`config.mk`:
```
export PLATFORM = sky130hd
export DESIGN_NAME = dmafifo_port
export DESIGN_NICKNAME = d
export VERILOG_FILES = /design/src/rtl/dmafifo_pkg.sv /design/src/rtl/dmafifo_store.sv /design/src/rtl/dmafifo_strobe.sv /design/src/rtl/dmafifo_port.sv
export SDC_FILE = /design/constraint.sdc
export NUM_CORES = 1
export LEC_CHECK = 0
export BUFFER_PORTS_ARGS = -buffer_cell sky130_fd_sc_hd__buf_2
export CORE_ASPECT_RATIO = 0.6
export CORE_MARGIN = 4
export CORE_UTILIZATION = 50
export DETAILED_ROUTE_END_ITERATION = 7
export PLACE_DENSITY = 0.76
export SYNTH_ARGS = -nofsm -noshare
export SYNTH_HDL_FRONTEND = slang
export SYNTH_SLANG_ARGS = --single-unit
```
`constraint.sdc`:
```
create_clock -name clk -period 5.99 [get_ports clk]
set_input_delay 1.198 -clock clk [delete_from_list [all_inputs] [get_ports clk]]
set_output_delay 1.198 -clock clk [all_outputs]
set_load 0.01 [all_outputs]
```
`src/rtl/dmafifo_pkg.sv`:
```
package dmafifo_pkg;

    localparam int WORD_W = 16;

    typedef logic [WORD_W-1:0] word_t;

    // Sticky error record; packed order puts rx_over at bit 0
    typedef struct packed {
        logic tx_under;
        logic tx_over;
        logic rx_under;
        logic rx_over;
    } err_t;

    function automatic int level_bits(input int depth);
        return $clog2(depth + 1);
    endfunction

endpackage

```
`src/rtl/dmafifo_store.sv`:
```
module dmafifo_store
    import dmafifo_pkg::*;
#(
    parameter int DEPTH = 8
) (
    input  logic clk,
    input  logic rst,
    input  logic push,
    input  word_t push_data,
    input  logic pop,
    output word_t head,
    output logic [level_bits(DEPTH)-1:0] level,
    output logic over_err,
    output logic under_err
);
    localparam int CNT_W = level_bits(DEPTH);
    localparam int PTR_W = (DEPTH > 1) ? $clog2(DEPTH) : 1;
    localparam logic [PTR_W-1:0] LAST_PTR = PTR_W'(DEPTH - 1);
    localparam logic [CNT_W-1:0] FULL_LVL = CNT_W'(DEPTH);

    word_t mem [DEPTH];
    logic [PTR_W-1:0] wr_ptr, rd_ptr;
    logic [CNT_W-1:0] level_q;
    logic full, empty, do_push, do_pop;

    assign full    = (level_q == FULL_LVL);
    assign empty   = (level_q == '0);
    assign do_push = push && !full;
    assign do_pop  = pop && !empty;
    assign head    = mem[rd_ptr];
    assign level   = level_q;

    always_ff @(posedge clk) begin
        if (do_push) mem[wr_ptr] <= push_data;
    end

    always_ff @(posedge clk) begin
        if (rst) begin
            wr_ptr    <= '0;
            rd_ptr    <= '0;
            level_q   <= '0;
            over_err  <= 1'b0;
            under_err <= 1'b0;
        end else begin
            if (do_push) wr_ptr <= (wr_ptr == LAST_PTR) ? '0 : wr_ptr + 1'b1;
            if (do_pop)  rd_ptr <= (rd_ptr == LAST_PTR) ? '0 : rd_ptr + 1'b1;
            case ({do_push, do_pop})
                2'b10:   level_q <= level_q + 1'b1;
                2'b01:   level_q <= level_q - 1'b1;
                default: level_q <= level_q;
            endcase
            if (push && full)  over_err  <= 1'b1;
            if (pop && empty)  under_err <= 1'b1;
        end
    end

    AST_LEVEL_BOUND: assert property (@(posedge clk) disable iff (rst)
        level_q <= FULL_LVL);
    AST_FULL_PUSH_HOLD: assert property (@(posedge clk) disable iff (rst)
        (push && full && !pop) |=> (level_q == $past(level_q)));
    AST_OVER_STICKY: assert property (@(posedge clk) disable iff (rst)
        over_err |=> over_err);
    AST_UNDER_STICKY: assert property (@(posedge clk) disable iff (rst)
        under_err |=> under_err);

endmodule

```
`src/rtl/dmafifo_strobe.sv`:
```
module dmafifo_strobe (
    input  logic clk,
    input  logic rst,
    input  logic strobe_n,
    input  logic ack_n,
    output logic active,
    output logic fin,
    output logic held
);
    logic held_q;

    assign active = !strobe_n && !ack_n;
    assign fin    = held_q && !active;
    assign held   = held_q;

    always_ff @(posedge clk) begin
        if (rst) held_q <= 1'b0;
        else     held_q <= active;
    end

endmodule

```
`src/rtl/dmafifo_port.sv`:
```
module dmafifo_port
    import dmafifo_pkg::*;
#(
    parameter int DEPTH = 8
) (
    input  logic                clk,
    input  logic                rst,
    input  logic                bus_rd_n,
    input  logic                bus_wr_n,
    input  logic [WORD_W-1:0]   bus_wdata,
    output logic [WORD_W-1:0]   bus_rdata,
    input  logic [WORD_W-1:0]   norm_rdata,
    output logic                norm_rd_n,
    output logic                norm_wr_n,
    output logic                rx_dreq,
    input  logic                rx_dack_n,
    output logic                tx_dreq,
    input  logic                tx_dack_n,
    input  logic                rx_push,
    input  logic [WORD_W-1:0]   rx_push_data,
    input  logic                tx_pop,
    output logic [WORD_W-1:0]   tx_pop_data,
    output logic                tx_avail,
    output logic [3:0]          err_flags
);
    localparam int CNT_W = level_bits(DEPTH);
    localparam logic [CNT_W-1:0] FULL_LVL = CNT_W'(DEPTH);
    localparam logic [CNT_W-1:0] ONE_LEFT = CNT_W'(DEPTH - 1);

    logic rx_active, rx_fin, rx_held;
    logic tx_active, tx_fin, tx_held;
    logic [CNT_W-1:0] rx_level, tx_level;
    word_t rx_head, tx_head, wdata_q;
    err_t  errs;

    dmafifo_strobe u_rx_strobe (
        .clk(clk), .rst(rst), .strobe_n(bus_rd_n), .ack_n(rx_dack_n),
        .active(rx_active), .fin(rx_fin), .held(rx_held)
    );

    dmafifo_strobe u_tx_strobe (
        .clk(clk), .rst(rst), .strobe_n(bus_wr_n), .ack_n(tx_dack_n),
        .active(tx_active), .fin(tx_fin), .held(tx_held)
    );

    // Write data captured every cycle the acknowledged write is low
    always_ff @(posedge clk) begin
        if (rst)            wdata_q <= '0;
        else if (tx_active) wdata_q <= bus_wdata;
    end

    dmafifo_store #(.DEPTH(DEPTH)) u_rx_fifo (
        .clk(clk), .rst(rst),
        .push(rx_push), .push_data(rx_push_data),
        .pop(rx_fin), .head(rx_head), .level(rx_level),
        .over_err(errs.rx_over), .under_err(errs.rx_under)
    );

    dmafifo_store #(.DEPTH(DEPTH)) u_tx_fifo (
        .clk(clk), .rst(rst),
        .push(tx_fin), .push_data(wdata_q),
        .pop(tx_pop), .head(tx_head), .level(tx_level),
        .over_err(errs.tx_over), .under_err(errs.tx_under)
    );

    // Requests withdraw at the start of the final transfer
    assign rx_dreq = (rx_level != '0) && !((rx_level == CNT_W'(1)) && rx_active);
    assign tx_dreq = (tx_level != FULL_LVL) && !((tx_level == ONE_LEFT) && tx_active);

    assign bus_rdata   = rx_dack_n ? norm_rdata : rx_head;
    assign norm_rd_n   = bus_rd_n | ~rx_dack_n;
    assign norm_wr_n   = bus_wr_n | ~tx_dack_n;
    assign tx_pop_data = tx_head;
    assign tx_avail    = (tx_level != '0);
    assign err_flags   = errs;

    AST_RXREQ_EMPTY: assert property (@(posedge clk) disable iff (rst)
        (rx_level == '0) |-> !rx_dreq);
    AST_TXREQ_FULL: assert property (@(posedge clk) disable iff (rst)
        (tx_level == FULL_LVL) |-> !tx_dreq);
    AST_RX_POP_STEP: assert property (@(posedge clk) disable iff (rst)
        (rx_fin && rx_held && (rx_level != '0) && !rx_push)
        |=> (rx_level == $past(rx_level) - 1'b1));
    AST_TX_PUSH_STEP: assert property (@(posedge clk) disable iff (rst)
        (tx_fin && tx_held && (tx_level != FULL_LVL) && !tx_pop)
        |=> (tx_level == $past(tx_level) + 1'b1));
    AST_NORM_RD_GATED: assert property (@(posedge clk) disable iff (rst)
        rx_active |-> norm_rd_n);

endmodule

```
==> flow_summary.toml, run 1 <==
[global_route]
grt_overflow = 0
grt_max_degree = 48
grt_pass1_wl_um = 36910
grt_pass1_vias = 6376
antenna_found_initial = 1
track_usage_pct = 17.74

[setup_path]
start_kind = "flop"
cp_cell_sequence = "buf_4 > mux4_2 > mux2i_1 > o21ai_0 > buf_2"
reg2reg_depth = 9
cp.required_ps = 4790
slowest_stage = "mux4_2"
critPathMaxStageDelay_ps = 580
crit_type = "reg2out"
critical_path_depth = 5
cp.arrival_ps = 2470
path_buf_inv = 2
worstSetupEndpointType = "output pin"
cp_max_fo = 32
critPathTopFamily = "multiplexers"

[yosys]
synth_seq_area_share_pct = 72.77
ys_warn_count = 0
synth_cell_types = 43
synth_top_area_share_pct = 64.68
async_flop_share_pct = 0
synth.ff_latch_count = 304
synth_nets = 736
synth_top_flop_cell = "edfxtp_1"
avgSynthCellArea_um2 = 17.85
synth_common_cells = "256 x edfxtp_1, 65 x nand2_1, 64 x mux4_2"
yosys-top-cells-area = "edfxtp_1 65%, mux4_2 12%, dfxtp_1 8.1%, nand2_1 2.1%, mux2i_1 1.9%"
netlist_area_um2 = 11890
synthCells = 666
synth_area_leader_cell = "edfxtp_1"
synth_edf_count = 256
yosysMostFrequentCell = "edfxtp_1"

[placed_design]
dp_hpwl_um = 14630
dpl-instance-area_um2 = 12760
gp_congestion = 0.7928
numPortBuffers = 96

[drt]
wl_per_cell_um = 21.08
firstDrtPassIters = 6
drc = 0
wl_um = 23170
postRouteAntennaNets = 0
vias = 6163
drt_iter0_drc = 555
routed_via_density = 5.608

[die]
die_w_um = 207.0
die_h_um = 127.4
ioPinCount = 97
rows = 43
core_um2 = 23240
fp.dieArea_um2 = 26380
initial_utilization_pct = 51.14

[worst_hold_path]
hp-class = "reg2reg"
min_path_cells = 2

[power_and_ir_drop]
ir_drop_mv = 0.2396
clockPowerShare_pct = 37.9
p_int_w = 0.003523
power_density_nw_per_um2 = 329.8
power_frac_seq_pct = 52.8
p_leak_nw = 4.523
combinationalPowerShare_pct = 9.3
netSwitchingPower_w = 0.0009794
p_sw_share_pct = 21.75

[clock_network]
cts-htree-levels = 1
clk_latency_ps = 530
cts-root-buf = "clkbuf_16"
cts.repair.resized = 0
cts_setup_buffers = 0
numCtsBuffers = 28
holdBufCountCts = 0
clock_path_buffers = 3
cts_tree = "done"
clock_sinks = 304
cts.clk_slew.worst_paths_ps = 60

[cells_and_area]
drive_gt1_share_pct = 31.76
syn_to_final_growth_pct = 14.85
design_area_um2 = 13650
nFillCells = 1674
diodes = 0
nets = 832
post-route-util_pct = 58.73

[sta]
finalSetupViolations = 0
worstMarginPinSlew_ps = 1180
finalSetupTns_ps = 0
hold_viol = 0
skew_ps = 11.21
final-max-slew-violation-count = 0
rsz0062_at_grt = "no"
min_period_ps = 3671
fin_crit_sh_pct = 61.28
fmax_ghz = 0.2724
max_slew_margin_pct = 21.26

[job]
drv_cap = 0

[status]
outcome = "finished clean"
-- layer usage --
metal	wire, µm	track usage (%)	up-vias
met5	7	0	-
met4	369	3.497	2
met3	1154	3.043	29
met2	11080	28.33	180
met1	10550	26.39	3140
li1	-	-	2812
-- placed cells by master, fill, tap and decap left out, drive strengths merged, types with 21 or more instances in the layout --
master and count:
a21oi 34, mux4 64, clkbuf 44, buf 102
dfxtp 48, mux2i 22, o21ai 21, nor2 27
nand2 66, edfxtp 256
-- state kept, by name (all words and copies together), names as in the netlist, 3 cells and up, named ones only --
register	cells
u_rx_fifo.mem	128
u_tx_fifo.mem	128
wdata_q	16
u_rx_fifo.level	4
u_tx_fifo.level	4
u_rx_fifo.rd_ptr	3
u_rx_fifo.wr_ptr	3
u_tx_fifo.rd_ptr	3
u_tx_fifo.wr_ptr	3
-- stage by stage --
stage	total power, W	setup slack [ps]	std cells	hold slack [ps]
6_report	0.004502	2319	1099	489.0
5_1_grt	0.004695	2109	1099	511.0
4_1_cts	0.004552	2262	1099	486.8
3_5_place_dp	0.002848	2328	1047	461.1
3_3_place_gp	0.002824	2472	1047	452.5
2_1_floorplan	0.002705	2318	666	438.0
-- worst paths after layout --
path | from | slack [ps] | to
max | flop | 2320 | bus_rdata[4]
min | u_tx_fifo.rd_ptr[1]$_SDFFE_PP0P_ | 490 | flop
max reg2reg | u_tx_fifo.level[1]$_SDFFE_PP0P_ | 3090 | u_tx_fifo.level[2]$_SDFFE_PP0P_
min reg2reg | u_tx_fifo.rd_ptr[1]$_SDFFE_PP0P_ | 490 | flop
-- final cells by class --
cell class	instances	area, µm²	share of cell area (%)
tap	315	394.1	2.887
clock buffer	44	822.0	6.022
sequential	304	8652	63.38
multi-input combinational	320	3163	23.17
clock inverter	8	68.82	0.5041
inverter	6	25.02	0.1833
timing repair buffer	102	525.5	3.850
-- cells by family (layout without fill, tap and decap cells) --
group	Yosys count	count (layout)	synth area share [%]
XOR/XNOR	4	4	0.2948
adder cells (fa/ha/maj)	14	14	1.474
AND/OR/NAND/NOR	138	138	5.516
AO/OA/AOI/OAI	60	60	2.653
flip-flops	304	304	72.77
buffers and inverters	42	160	1.611
multiplexers	104	104	15.69
-- tightest hold or removal path, delay by kind of cell, from the launching register on --
family          cells  cell delay, ps
flops               1             320
simple gates        1              70
compound gates      1              60
-- power groups by stage --
stage	registers (W)	clock network [W]	logic (W)
after floorplan	0.00240	0	0.000305
after global placement	0.00241	0	0.000410
after detailed placement	0.00242	0	0.000426
after CTS	0.00238	0.00175	0.000428
after global routing	0.00238	0.00185	0.000460
final	0.00238	0.00171	0.000421
Power figures use the tool's default switching activity.
==> inputs of run 2 (changes only) <==
==> constraint.sdc (replaced) <==
create_clock -name clk -period 3.64 [get_ports clk]
set_input_delay 0.728 -clock clk [delete_from_list [all_inputs] [get_ports clk]]
set_output_delay 0.728 -clock clk [all_outputs]
set_load 0.01 [all_outputs]
==> run 2 against run 1 <==
- power up 65%
- clock skew rose by 11 ps
- worst setup slack lost 1900 ps
- highest routed layer is now met4
- sequential power up 65%
==> flow_summary.toml, run 2 (same netlist as run 1, synthesis figures left out) <==
[clock_network]
clock_path_buffers = 3
cts-root-buf = "clkbuf_16"
clock_sinks = 304
cts_tree = "done"
numCtsBuffers = 27
cts.repair.resized = 0
cts_setup_buffers = 0
clk_latency_ps = 540
cts-htree-levels = 1
cts.clk_slew.worst_paths_ps = 70
holdBufCountCts = 0

[sta]
finalSetupTns_ps = 0
final-max-slew-violation-count = 0
rsz0062_at_grt = "no"
hold_viol = 0
skew_ps = 22.46
fmax_ghz = 0.3103
worstMarginPinSlew_ps = 917.3
fin_crit_sh_pct = 88.52
max_slew_margin_pct = 38.76
finalSetupViolations = 0
min_period_ps = 3222
setup_ws_ps = 417.7

[die]
fp.dieArea_um2 = 26380
core_um2 = 23240
initial_utilization_pct = 51.14
die_h_um = 127.4
rows = 43
die_w_um = 207.0
ioPinCount = 97

[drt]
wl_per_cell_um = 20.92
firstDrtPassIters = 5
wirelength_met1_um = 10270
vias = 6225
drt_iter0_drc = 499
met2_length_um = 11740
routed_via_density = 5.538
met3WireLength_um = 1059
wl_um = 23520
postRouteAntennaNets = 0
top_layer_used = "met4"
drc = 0

[power_and_ir_drop]
power_density_nw_per_um2 = 539.0
combinationalPowerShare_pct = 9.1
p_leak_nw = 4.676
power_frac_seq_pct = 52.9
netSwitchingPower_w = 0.001618
clockPowerShare_pct = 38.0
p_int_w = 0.005816
ir_drop_mv = 0.3133
p_sw_share_pct = 21.76

[placed_design]
pre_cts_slack_ps = 421.7
gp_congestion = 0.7480
dp_hpwl_um = 15300
numPortBuffers = 96
dp_cells = 1074

[cells_and_area]
nets = 858
final_cell_count_no_fill = 1124
ff_latch_area_um2 = 8651
syn_to_final_growth_pct = 16.04
nFillCells = 1712
reg_top3 = "u_rx_fifo.mem (128), u_tx_fifo.mem (128), wdata_q (16)"
drive_gt1_share_pct = 33.13
final_common_cell = "edfxtp_1"
multi_input_area_um2 = 3098
diodes = 0
final_cell_mix = "256 x edfxtp_1, 96 x buf_2, 65 x nand2_1"

[setup_path]
worstSetupEndpointType = "output pin"
crit_type = "reg2out"
cp.arrival_ps = 2490
start_kind = "flop"
cp_max_fo = 18
cp.required_ps = 2910

[worst_hold_path]
hp-class = "in2reg"

[global_route]
grt_pass1_wl_um = 37250
grt_overflow = 0
track_usage_pct = 17.92
antenna_found_initial = 0
grt_pass1_vias = 6680
grt_max_degree = 36

[job]
drv_cap = 0

[status]
outcome = "finished clean"
run 2: cell types whose count changed in the layout (fill, tap and decap cells not counted), sizes merged:
cell	change
buf	+27
bufinv	+2
clkbuf	-7
clkinv	+3
run 2: worst paths after layout:
check / start / slack (ps) / end / cells past startpoint
max: flop / 420 / tx_pop_data[14] / 4
min: bus_rd_n / 410 / u_rx_strobe.held$_SDFF_PP0_ / 2
max reg2reg: u_tx_fifo.level[0]$_SDFFE_PP0P_ / 780 / u_tx_fifo.level[2]$_SDFFE_PP0P_ / 9
min reg2reg: u_rx_fifo.under_err$_SDFFE_PP0P_ / 470 / u_rx_fifo.under_err$_SDFFE_PP0P_ / 2
run 2: metrics by stage:
step | utilization (%) | power, W | cell area, µm² | hold WS [ps]
floorplan | - | 0.004451 | 11890 | 438.0
global placement | 55.54 | 0.004650 | 12910 | 449.5
detailed placement | 55.54 | 0.004691 | 12910 | 460.7
CTS | 59.34 | 0.007510 | 13790 | 395.9
global route | 59.34 | 0.007737 | 13790 | 406.3
finish | 59.34 | 0.007434 | 13790 | 412.1
run 2: layout make-up:
type / instances / share of cell area [%]
inverters: 6 / 0.1814
flip-flops and latches: 304 / 62.72
clock buffers: 37 / 5.316
repair buffers: 129 / 5.371
clock inverters: 13 / 1.089
multi-input cells: 320 / 22.46
well taps: 315 / 2.858
run 2: power by group through the flow:
stage	Sequential [W]	Clock, W	Combinational [W]
floorplan	0.00395	0	0.000502
global placement	0.00399	0	0.000657
detailed placement	0.00401	0	0.000685
CTS	0.00393	0.00289	0.000689
global route	0.00394	0.00305	0.000743
finish	0.00393	0.00283	0.000677
run 2: worst max-delay path: stages (launching register included):
cell and delay [ps]:
dfxtp_2 710, buf_12 270, mux4_2 520, mux2_2 290, buf_2 140
run 2: routing by layer:
layer | up-vias | global-route usage [%]
met3 | 37 | 2.699
met2 | 143 | 30.27
met1 | 3189 | 25.29
met5 | - | 0
li1 | 2856 | -
met4 | 0 | 3.924
